`src/rtl/wfb_addr_gen.sv`:
```
module wfb_addr_gen #(
  parameter int AW = 32,
  parameter int LW = 12,
  parameter int NW = 12,
  parameter int OW = 5,
  parameter int IW = 16
) (
  input  logic          clk,
  input  logic          rst_n,
  input  logic          cfg_en,
  input  logic          cfg_2d,
  input  logic          cfg_dual,
  input  logic [OW-1:0] cfg_pix_off,
  input  logic [IW-1:0] cfg_skip,
  input  logic [LW-1:0] cfg_words_m1,
  input  logic [NW-1:0] cfg_lines_m1,
  input  logic          base0_wr,
  input  logic [AW-1:0] base0_wdata,
  input  logic          base1_wr,
  input  logic [AW-1:0] base1_wdata,
  input  logic          upd_valid,
  input  logic          ack,
  output logic          req,
  output logic [AW-1:0] fetch_addr,
  output logic          line_start,
  output logic [OW-1:0] line_off,
  output logic          panel,
  output logic          eof,
  output logic          upd_pending
);
  localparam int PADW = AW - IW - 2;
  localparam logic [AW-1:0] WSTEP = AW'(4);
  localparam logic [AW-1:0] AMASK = ~AW'(3);

  logic [AW-1:0] act0, act1, sh0, sh1, addr;
  logic [LW-1:0] wcnt;
  logic [NW-1:0] lcnt;
  logic          pan, pend, req_q, eof_q;

  wire fire      = cfg_en & req_q & ack;
  wire last_w    = (wcnt == cfg_words_m1);
  wire last_l    = (lcnt == cfg_lines_m1);
  wire last_p    = ~cfg_dual | pan;
  wire frame_end = fire & last_w & last_l & last_p;

  wire [AW-1:0] skip_b = cfg_2d ? {{PADW{1'b0}}, cfg_skip, 2'b00} : '0;
  wire [AW-1:0] nxt0   = (cfg_dual & ~pend) ? act0 : sh0;

  always_ff @(posedge clk or negedge rst_n) begin
    if (!rst_n) begin
      sh0 <= '0;
      sh1 <= '0;
    end else begin
      if (base0_wr) sh0 <= base0_wdata & AMASK;
      if (base1_wr) sh1 <= base1_wdata & AMASK;
    end
  end

  always_ff @(posedge clk or negedge rst_n) begin
    if (!rst_n) begin
      act0 <= '0;
      act1 <= '0;
      pend <= 1'b0;
    end else if (frame_end && cfg_dual) begin
      if (pend) begin
        act0 <= sh0;
        act1 <= sh1;
      end
      pend <= upd_valid;
    end else begin
      if (frame_end) act0 <= sh0;
      if (upd_valid) pend <= 1'b1;
    end
  end

  always_ff @(posedge clk or negedge rst_n) begin
    if (!rst_n) begin
      req_q <= 1'b0;
      eof_q <= 1'b0;
    end else begin
      req_q <= cfg_en;
      eof_q <= frame_end;
    end
  end

  always_ff @(posedge clk or negedge rst_n) begin
    if (!rst_n) begin
      addr <= '0;
      wcnt <= '0;
      lcnt <= '0;
      pan  <= 1'b0;
    end else if (!cfg_en) begin
      addr <= act0;
      wcnt <= '0;
      lcnt <= '0;
      pan  <= 1'b0;
    end else if (fire) begin
      if (!last_w) begin
        addr <= addr + WSTEP;
        wcnt <= wcnt + 1'b1;
      end else if (!last_l) begin
        addr <= addr + WSTEP + skip_b;
        wcnt <= '0;
        lcnt <= lcnt + 1'b1;
      end else if (!last_p) begin
        addr <= act1;
        wcnt <= '0;
        lcnt <= '0;
        pan  <= 1'b1;
      end else begin
        addr <= nxt0;
        wcnt <= '0;
        lcnt <= '0;
        pan  <= 1'b0;
      end
    end
  end

  assign req         = req_q;
  assign fetch_addr  = addr;
  assign line_start  = req_q & (wcnt == '0);
  assign line_off    = cfg_2d ? cfg_pix_off : '0;
  assign panel       = pan;
  assign eof         = eof_q;
  assign upd_pending = pend;
endmodule

```
`config.mk`:
```
export PLATFORM = sky130hd
export DESIGN_NAME = wfb_addr_gen
export DESIGN_NICKNAME = d
export VERILOG_FILES = /design/src/rtl/wfb_addr_gen.sv
export SDC_FILE = /design/constraint.sdc
export NUM_CORES = 1
export LEC_CHECK = 0
export ABC_AREA = 1
export BUFFER_PORTS_ARGS = -buffer_cell sky130_fd_sc_hd__buf_4
export CAP_MARGIN = 30
export CORE_UTILIZATION = 53
export CTS_CLUSTER_DIAMETER = 80
export DETAILED_ROUTE_END_ITERATION = 10
export HOLD_SLACK_MARGIN = 0.02
export PLACE_DENSITY = 0.87
export SLEW_MARGIN = 20
export SYNTH_ARGS = -nofsm -noshare
export SYNTH_HDL_FRONTEND = slang
export SYNTH_SLANG_ARGS = --single-unit
export TNS_END_PERCENT = 50
```
`constraint.sdc`:
```
create_clock -name clk -period 2.5 [get_ports clk]
set_input_delay 0 -clock clk [delete_from_list [all_inputs] [get_ports clk]]
set_output_delay 0 -clock clk [all_outputs]
set_load 0.02 [all_outputs]
```
### Word level (Yosys, flattened, before mapping)

Index checks and enable logic that the tools add are counted.

* add/sub/neg operators: 4
* multipliers: 0
* div/mod/pow operators: 0
* magnitude comparators: 0
* eq/ne operators: 6
* shift-type cells: 0
* muxes and demuxes: 25
* bitwise logic cells: 10
* reduce and logical (&&, ||, !) cells: 8

Operator list (number)
* two-way mux 32 bit: 9
* two-way mux 12 bit: 7
* adder 32 x 18 -> 32 bit: 1
* adder 32 x 3 -> 32 bit (second input constant): 1
* adder 12 x 1 -> 12 bit (second input constant): 2
* == test 12 bit: 2
* two-way mux 18 bit: 1
* logical NOT 12 bit: 1
* bitwise AND 1 bit: 7
* two-way mux 1 bit: 7
* inequality test 2 x 1 -> 1 bit (second input constant): 3
* AND reduction 2 bit: 3
* two-way mux 5 bit: 1
* nonzero test 2 bit: 2
* AND reduction 3 bit: 1
* inequality test 2 bit (second input constant): 1
* inverter 1 bit: 2
* logical AND 1 bit: 1
* OR 1 bit: 1

* register bits: 182
* latch bits: 0
* bits in writable memories: 0
* memory bits (read-only): 0
* input port bits: 118
* output and inout bits: 42
* word-level logic and storage cells: 64
* memories: 0

### Logic depth before layout (Yosys ltp)

Gate-level depths: netlist (run 1).

* word-level depth: 8
* mapped depth: 22
* depth with buffers taken out: 22

### Worst setup path before layout (run 1)

Ideal clock, no wire load.

* path type: reg-to-reg
* from: register addr[4], in the netlist fetch_addr[4]
* to: register addr[30], in the netlist fetch_addr[30]
* setup time: 0.122 ns
* arrival time: 2.721 ns
* data required time: 2.378 ns
* slack: -0.342 ns
* stages on the path, launching flop included: 20
* buffers on the path: 0
* clock period less this slack: 2.842 ns
* cell sequence: dfrtp_1 -> nand3_2 -> nor2_1 -> nand3_1 -> xor2_1 -> inv_1 -> ha_1 -> a21oi_1 -> nor2_1 -> or2_2 -> a21oi_1 -> nand2_1 -> inv_1 -> nor2_4 -> nand2_1 -> nand2_1 -> nand2_1 -> nand2_1 -> nand2_1 -> a21oi_2

* word-level cells in the longest chain between the ends: 6

Ends and longest elaborated chain
* from (decl): line 35 `logic [AW-1:0] act0, act1, sh0, sh1, addr;`
* from (signal assigned): line 93 `addr <= act0;`
* from (signal assigned): line 99 `addr <= addr + WSTEP;`
* from (signal assigned): line 102 `addr <= addr + WSTEP + skip_b;`
* adder 32 x 3 -> 32 bit (*): line 99, 102
* adder 32 x 18 -> 32 bit: line 102
* two-way mux 32 bit: line 101 `end else if (!last_l) begin`
* two-way mux 32 bit (*): line 98 `if (!last_w) begin`
* two-way mux 32 bit (*): line 97 `end else if (fire) begin`
* two-way mux 32 bit (*): line 92 `end else if (!cfg_en) begin`

Mark *: on every way between the ends. The rest lies on a longest branch, timed or not. The select of a mux whose other input is x is not followed.
A chain may end at the register's enable or synchronous reset.

### Worst setup path after layout (run 1)

* from: register addr[9], in the netlist fetch_addr[9]
* to: register addr[18], in the netlist fetch_addr[18]

The elaborated chain is that of the path after synthesis.

==> results of run 1 <==
-- state kept, by name (all words and copies together) (netlist names), 12 cells and up --
signal      flops
act0           30
act1           30
fetch_addr     30
sh0            30
sh1            30
lcnt           12
wcnt           12
-- cell usage after synthesis (3+ instances only) --
cell / count
nand2_1: 334
inv_1: 204
dfrtp_1: 178
nor2_1: 140
o21ai_0: 124
a21oi_1: 88
nand3_1: 77
nand2_2: 45
clkbuf_1: 34
o21ai_2: 30
xor2_1: 30
mux2_2: 24
ha_1: 21
o211ai_1: 20
xnor2_1: 19
a211oi_1: 15
nor2_2: 14
a31oi_1: 11
buf_2: 10
inv_2: 9
nand4_1: 9
buf_6: 8
nor3_1: 8
nor2_4: 7
o21a_1: 7
o311ai_0: 6
a21o_1: 4
a22oi_1: 4
buf_1: 4
nand3_2: 4
or2_2: 4
buf_4: 3
o2111ai_1: 3
-- worst reg2reg max path: stages (launching register included) --
cell	delay, ns
dfrtp_1	0.38
buf_4	0.14
nand2_1	0.15
nor2_4	0.26
nand3_4	0.13
xnor2_4	0.25
ha_4	0.26
nand2_2	0.11
nor2_1	0.05
or2_4	0.22
a21oi_2	0.11
nand2_2	0.10
buf_6	0.14
xor2_1	0.13
o21ai_1	0.12
nand2_1	0.07
a22oi_2	0.13
-- per-stage QoR --
step / util [%] / setup TNS [ns] / setup WS, ns
5_1_grt: 73.3 / -8.68 / -0.466
4_1_cts: 71.3 / -3.93 / -0.249
3_3_place_gp: 64.1 / -2.29 / -0.177
3_5_place_dp: 64.1 / -3.62 / -0.265
2_1_floorplan: - / -0.674 / -0.120
6_report: 73.3 / -5.79 / -0.339
-- worst paths after layout --
path / start / to / slack [ns] / cells after the start
max in group asynchronous: rst_n / sh0[5]$_DFFE_PN0P_ / 1.61 / 3
worst min-delay path: base1_wr / sh1[27]$_DFFE_PN0P_ / 0.01 / 3
min in group asynchronous: rst_n / lcnt[4]$_DFFE_PN0P_ / 0.10 / 2
worst min register to register: act1[23]$_DFFE_PN0P_ / act1[23]$_DFFE_PN0P_ / 0.50 / 2
worst max-delay path: fetch_addr[9]$_DFFE_PN0P_ / fetch_addr[18]$_DFFE_PN0P_ / -0.34 / 16
worst max register to register: fetch_addr[9]$_DFFE_PN0P_ / fetch_addr[18]$_DFFE_PN0P_ / -0.34 / 16
-- placed cells by master, fill, tap and decap left out, types with 17 or more instances in the layout --
cell type and n:
nand3_1 66, nand2_1 320, a21oi_1 70, xor2_1 21
o21ai_2 32, dfrtp_1 170, nor2_2 23, nor2_1 125
xnor2_1 18, a21oi_2 20, dlygate4sd3_1 64, nand2_2 50
o21ai_0 117, o211ai_1 20, mux2_2 24, buf_4 272
clkbuf_16 17, inv_1 199
-- final cells by class --
cell class | instances | share of cell area (%)
multi-input cells | 1073 | 41.5
flip-flops and latches | 178 | 28.9
repair buffers | 346 | 18.4
inverters | 215 | 5.22
clock buffers | 18 | 2.84
well taps | 275 | 2.23
clock inverters | 14 | 1.02
-- timing repair --
action / CTS / global route
hold buffers: 64 / 0
endpoints found under the hold margin: 187 / 0
gates resized for setup: 43 / 71
pin swaps: 18 / 46
setup buffers: 12 / 11
endpoints found under the setup margin: 22 / 25
-- routing by layer --
layer,wire length (um),global-route usage [%],vias up
met5,0,0,-
met4,1350,12.4,0
met3,3350,5.21,116
met2,17400,54.1,654
met1,14400,41.9,5554
li1,-,-,5525
-- power groups by stage --
stage / Clock [mW] / Sequential [mW] / Combinational [mW]
6_report: 2.76 / 3.17 / 3.28
5_1_grt: 2.90 / 3.18 / 3.55
4_1_cts: 2.74 / 3.16 / 2.87
3_5_place_dp: 0 / 3.21 / 2.60
3_3_place_gp: 0 / 3.20 / 2.55
2_1_floorplan: 0 / 3.23 / 1.53
-- logic make-up (layout without fill, tap and decap cells) --
| kind of cell | after synthesis | in the layout | share of synthesized area, % |
|---|---|---|---|
| DFF | 178 | 178 | 39.0 |
| and+or+nand+nor | 655 | 655 | 25.7 |
| buffers and inverters | 274 | 593 | 9.75 |
| xor gates and xnor gates | 49 | 49 | 3.76 |
| other | 1 | 2 | 0.0329 |
| muxes | 24 | 24 | 2.37 |
| AOI/OAI and AO/OA | 321 | 321 | 16.9 |
| adders and majority gates | 22 | 22 | 2.48 |
==> results.md, run 1 <==
- Status: finished, violations left
- Failing checks: setup timing
- Switching Share: 36.6%
- Core Box Area: 21100 um2
- H-tree depth: 4
- Iteration-0 DRC Markers: 1300
- CP Capture Type: flip-flop
- Area of the multi-input gates: 6410 um2
- Cell Area, Placed: 13500 um2
- Register area: 4460 um2
- Clock buffer depth: 2
- Cell at the slowest stage of the critical path: dfrtp_1
- Starting Density: 54.1%
- Initial antenna violation count: 0
- Crit-path max cell delay: 0.38 ns
- PD cells: 596 nW/um2
- CTS root buf: clkbuf_16
- P_int: 5.84 mW
- First-pass GRT wire length: 55900 um
- Fraction of registers with async set/reset: 100%
- Vias in the first global route: 11200
- GRT overflow: 0
- Critical path class: flip-flop to flip-flop
- Finished Cell Area: 15500 um2
- CP cell instances: buf_4, nand2_1, nor2_4, nand3_4, xnor2_4, ha_4, nand2_2, nor2_1, or2_4, a21oi_2, nand2_2, buf_6, xor2_1, o21ai_1, nand2_1, a22oi_2
- Routed Antenna Nets: 0
- Final worst-path cycle share: 114%
- CTS buffer count: 17
- Synth Warn #: 0
- Drt wl/cell: 17.2 um
- Crit-path leading delay family: simple AND/OR/NAND/NOR gates
- Port-buffer cells: 153
- Final layout net count: 1971
- EDFF count, synth: 0
- Io pins: 160
- Tot GR Track Use: 32.3%
- Synth Register Bits: 178
- CP Launch Type: flip-flop
- Cell count after synthesis: 1524
- GP Congestion: 0.972
- Syn-to-layout area delta: 35.5%
- Clk sinks: 178
- Library cells used by synthesis: 55
- DR DRC count: 0
- Post-Route Hold Slack: 0.0111 ns
- DRT Pass-1 Iters: 9
- Maxcap violations: 0
- Yosys top cell by area: dfrtp_1
- Syn avg cell area: 7.49 um2
- Critical path arrival: 3.21 ns
- Sw Pwr: 3.37 mW
- Crit path max fanout: 3
- RSZ-0062 raised after global routing: true
- Slew HR: 56.4%
- Netlist Area Pre-Place: 11400 um2
- Top-area cell type share of the netlist area: 39.0%
- Sequential power share: 34.4%
- Die height: 149 um
- WP buf/inv: 2
- Static leakage: 7.53 nW
- Die width: 149 um
- Clk Latency, worst-skew pair: 0.45 ns
- WL final: 36500 um
- Clock slew at reported path FFs: 0.08 ns
- Max frequency: 352 MHz
- Final min period: 2.84 ns
- Die ar.: 22100 um2
- Main synth FF type: dfrtp_1
- Worst EP required: 2.87 ns
- HPWL Detailed: 24000 um
- Final clock skew: 0.0124 ns
- Fill count: 1453
- Placed insts: 2000
- Setup violators final: 25
- Post-Layout Cell Count: 2119
- TritonCTS clock tree: built
- Worst Hold Class: primary input to flip-flop
- Clk network pwr share: 30.0%
- Worst Slack Setup Final: -0.339 ns
- Avg Vias per Cell: 5.59
- Antenna cells: 0
- Final Power: 9.21 mW
- Fraction of layout cells with a size suffix above 1: 30.4%
- Final Hold Viols: 0
- Area contributors post-synth: dfrtp_1 39%, nand2_1 11%, inv_1 6.7%
- Sequential area share after synthesis: 39.0%
- VDD IR max: 485 uV
- Measured slew at the worst slew-check pin: 0.647 ns
- Max-slew violations: 0
- FP Rows: 53
- Via count: 11800
- Combinational power share: 35.7%
- Largest net degree at the start of global routing: 61
Note: power is estimated with default switching activity, not from simulation.
==> inputs of run 2 (changes only) <==
- CORE_UTILIZATION: 53 -> 59
- PLACE_DENSITY: 0.87 -> 0.91
- clock period: 2.5 -> 3.2 ns (I/O delays scaled with it)
==> results.md, run 2 (synthesis results as in run 1) <==
- PD cells: 457 nW/um2
- CTS buffer count: 17
- HPWL Detailed: 23000 um
- Final Hold Viols: 0
- FP Rows: 50
- Vias in the first global route: 11100
- Setup violators final: 0
- Avg Vias per Cell: 5.75
- Final layout net count: 1872
- Syn-to-layout area delta: 23.6%
- Final Power: 6.45 mW
- Hold depth: 3
- Most frequent cells in the layout: 333 x nand2_1, 204 x inv_1, 179 x buf_4
- Commonest non-fill, non-tap cell in the layout: nand2_1
- Clk sinks: 178
- Clock buffer depth: 2
- Finished Cell Area: 14100 um2
- Flop2flop setup slack: 0.19 ns
- Die ar.: 19900 um2
- Clk Latency, worst-skew pair: 0.44 ns
- Drt wl/cell: 17.2 um
- Port-buffer cells: 153
- Clock slew at reported path FFs: 0.08 ns
- Final worst-path cycle share: 94.1%
- DRT Pass-1 Iters: 6
- Maxcap violations: 0
- GP Congestion: 0.920
- Tot GR Track Use: 35.5%
- Fin util: 74.9%
- Io pins: 160
- CTS root buf: clkbuf_16
- Worst Hold Path EP: sh1[25]$_DFFE_PN0P_
- WL final: 34600 um
- Critical path class: flip-flop to flip-flop
- Via count: 11500
- Final clock skew: 0.0130 ns
- RR Startpoint: fetch_addr[2]$_DFFE_PN0P_
- GRT overflow: 0
- Final min period: 3.01 ns
- Measured slew at the worst slew-check pin: 0.906 ns
- Critical path arrival: 3.32 ns
- Worst Hold Class: primary input to flip-flop
- H-tree depth: 4
- Largest net degree at the start of global routing: 96
- CP Launch Type: flip-flop
- Routed Antenna Nets: 0
- Hold_sp: base1_wr
- CP Capture Type: flip-flop
- Critical R2R Capture: fetch_addr[13]$_DFFE_PN0P_
- Starting Density: 60.6%
- First-pass GRT wire length: 55100 um
- Status: complete, no violations
- Crit path max fanout: 6
- Worst EP required: 3.51 ns
- FF-to-FF path depth: 17
- Slew HR: 39.6%
- TritonCTS clock tree: built
- Initial antenna violation count: 0
- RSZ-0062 raised after global routing: true
- Antenna cells: 0
- Iteration-0 DRC Markers: 1244
- Die height: 141 um
- Cell Area, Placed: 12800 um2
- VDD IR max: 410 uV
- Core Box Area: 18800 um2
- Static leakage: 6.98 nW
- Max-slew violations: 0
- Post-Route Hold Slack: 0.0408 ns
- Fraction of layout cells with a size suffix above 1: 21.3%
- Max frequency: 332 MHz
- DR DRC count: 0
- Die width: 141 um
==> run 2: per-stage QoR <==
stage / setup WS [ns] / std cells / TNS, ns
floorplan: 0.358 / 1525 / 0
global placement: 0.238 / 1902 / 0
detailed placement: 0.169 / 1902 / 0
CTS: 0.127 / 1998 / 0
global route: -0.0114 / 2005 / -0.0180
finish: 0.189 / 2005 / 0
==> run 2: power by group <==
part	internal, mW	switching [mW]
clock network	1.06	1.03
logic	0.727	1.15
registers	2.37	0.114
total	4.15	2.30
==> run 2: worst max-delay path: stages (launching register included) <==
cell and delay [ns]:
dfrtp_2 0.46, ha_1 0.21, nand2_1 0.13, nor2_4 0.07, buf_4 0.14, xor2_1 0.15
ha_1 0.36, nand2_1 0.08, nand2_1 0.10, nor2_1 0.07, a21oi_1 0.30, inv_1 0.07
nor2_1 0.09, nor2_1 0.06, xor2_1 0.17, o21ai_0 0.10, a21oi_1 0.27, nor2_1 0.07
==> run 2: routing by layer <==
layer | routed length, um | vias to the layer above | track usage, %
li1 | - | 5335 | -
met3 | 3140 | 123 | 6.79
met4 | 1280 | 0 | 15.1
met5 | 0 | - | 0
met2 | 16500 | 695 | 59.3
met1 | 13600 | 5374 | 45.2
==> run 2: timing repair <==
| item | CTS | global route |
|---|---|---|
| gates resized for setup | 0 | 9 |
| endpoints found under the hold margin | 159 | 23 |
| buffers inserted | 0 | 5 |
| endpoints found under the setup margin | 0 | 15 |
| hold buffers | 64 | 1 |
==> run 2: worst max path at each step <==
stage	start	to	slack, ns
after detailed placement	fetch_addr[2]$_DFFE_PN0P_	fetch_addr[18]$_DFFE_PN0P_	0.17
after floorplan	fetch_addr[4]$_DFFE_PN0P_	fetch_addr[30]$_DFFE_PN0P_	0.36
final	fetch_addr[2]$_DFFE_PN0P_	fetch_addr[13]$_DFFE_PN0P_	0.19
after global placement	fetch_addr[2]$_DFFE_PN0P_	fetch_addr[30]$_DFFE_PN0P_	0.24
after global routing	fetch_addr[2]$_DFFE_PN0P_	fetch_addr[19]$_DFFE_PN0P_	-0.01
after CTS	fetch_addr[2]$_DFFE_PN0P_	fetch_addr[18]$_DFFE_PN0P_	0.13
==> run 2: final cells by class <==
type / instances / area [um2]
repair buffers: 247 / 2050
flip-flops and latches: 178 / 4460
inverters: 215 / 807
clock buffers: 18 / 439
fillers: 1328 / 4730
clock inverters: 14 / 141
multi-input cells: 1073 / 5870
well taps: 260 / 325
==> inputs of run 3 (changes only) <==
- RECOVER_POWER: default -> 100
==> results.md, run 3 (synthesis results as in run 1) <==
- GP Congestion: 0.920
- Worst EP required: 3.51 ns
- Die width: 141 um
- GRT overflow: 0
- CP Launch Type: flip-flop
- Routed Antenna Nets: 0
- FP Rows: 50
- Fraction of layout cells with a size suffix above 1: 20.5%
- Clk Latency, worst-skew pair: 0.44 ns
- Antenna cells: 0
- H-tree depth: 4
- Starting Density: 60.6%
- Post-Layout Cell Count: 2005
- Commonest non-fill, non-tap cell in the layout: nand2_1
- DR DRC count: 0
- Final min period: 3.04 ns
- Setup violators final: 0
- Initial antenna violation count: 0
- Most frequent cells in the layout: 333 x nand2_1, 204 x inv_1, 175 x dfrtp_1
- Die height: 141 um
- Avg Vias per Cell: 5.74
- Die ar.: 19900 um2
- Drt wl/cell: 17.3 um
- DRT Pass-1 Iters: 10
- Max frequency: 329 MHz
- Syn-to-layout area delta: 23.2%
- HPWL Detailed: 23000 um
- TritonCTS clock tree: built
- Final Hold Viols: 0
- Place WS: 0.169 ns
- Io pins: 160
- Critical path class: flip-flop to flip-flop
- Worst Slack Setup Final: 0.161 ns
- Largest net degree at the start of global routing: 96
- Final clock skew: 0.0119 ns
- CP Capture Type: flip-flop
- Measured slew at the worst slew-check pin: 1.52 ns
- Maxcap violations: 1
- Clock buffer depth: 2
- RSZ-0062 raised after global routing: true
- Slew HR: -1.32%
- WL final: 34700 um
- Crit path max fanout: 6
- PD cells: 459 nW/um2
- Iteration-0 DRC Markers: 1351
- Final worst-path cycle share: 95.0%
- Post-Route Setup TNS: 0 ns
- Port-buffer cells: 153
- Max-slew violations: 25
- First-pass GRT wire length: 55100 um
- Vias in the first global route: 11100
- Final Power: 6.44 mW
- Clk sinks: 178
- Placed insts: 1902
- Clock slew at reported path FFs: 0.08 ns
- VDD IR max: 411 uV
- Via count: 11500
- Final layout net count: 1872
- Status: finished, violations left
- CTS root buf: clkbuf_16
- Core Box Area: 18800 um2
- Cell Area, Placed: 12800 um2
- Worst Hold Class: primary input to flip-flop
- Static leakage: 6.93 nW
- Tot GR Track Use: 35.5%
- Critical path arrival: 3.35 ns
- Finished Cell Area: 14100 um2
- Failing checks: capacitance limit, slew limit
- Fin util: 74.6%
- Post-Route Hold Slack: 0.0408 ns
- CTS buffer count: 17
[run 3: cell count changes in the layout (fill, tap and decap cells not counted), sizes merged]
cell | before | now
buf | 182 | 171
clkbuf | 18 | 29
[run 3: worst max-delay path, cell delays in order, from the launching register on]
cell and delay (ns):
dfrtp_2 0.46, ha_1 0.21, nand2_1 0.13, nor2_4 0.08
buf_4 0.14, xor2_1 0.15, ha_1 0.36, nand2_1 0.08
nand2_1 0.10, nor2_1 0.07, a21oi_1 0.31, inv_1 0.07
nor2_1 0.09, nor2_1 0.06, xor2_1 0.17, o21ai_0 0.10
a21oi_1 0.27, nor2_1 0.07
[run 3: report_power, final]
group          switching (mW)  total (mW)  internal [mW]
clock                    1.03        2.09           1.06
sequential              0.114        2.48           2.37
combinational            1.16        1.88          0.720
total                    2.30        6.44           4.15
[run 3: repair_timing]
item                                    in CTS  in global routing
hold buffers                                64                  1
endpoints found under the setup margin       0                 15
buffers inserted                             0                  5
hold endpoints to repair                   159                 23
resized for setup                            0                  9
[run 3: path summary, 6_finish.rpt]
path	depth (start not counted)	slack [ns]	end	startpoint
worst min register to register	2	0.49	act0[5]$_DFFE_PN0P_	sh0[5]$_DFFE_PN0P_
min in group asynchronous	3	1.00	lcnt[4]$_DFFE_PN0P_	rst_n
worst min-delay path	3	0.04	sh1[25]$_DFFE_PN0P_	base1_wr
worst max-delay path	17	0.16	fetch_addr[13]$_DFFE_PN0P_	fetch_addr[2]$_DFFE_PN0P_
worst max register to register	17	0.16	fetch_addr[13]$_DFFE_PN0P_	fetch_addr[2]$_DFFE_PN0P_
max in group asynchronous	5	0.82	act1[14]$_DFFE_PN0P_	rst_n
[run 3: final cells by class]
cell class,count,area [um2]
clock buffer,18,439
fill,1343,4780
clock inverter,14,141
multi-input combinational,1073,5870
tap,260,325
inverter,215,807
sequential,178,4460
timing repair buffer,247,2010
[run 3: layer usage]
metal / up-vias / track usage [%] / part of all wire [%]
met5: - / 0 / 0
met4: 0 / 15.1 / 3.7
met3: 118 / 6.79 / 8.6
met2: 671 / 59.3 / 48
met1: 5385 / 45.2 / 40
li1: 5344 / - / -
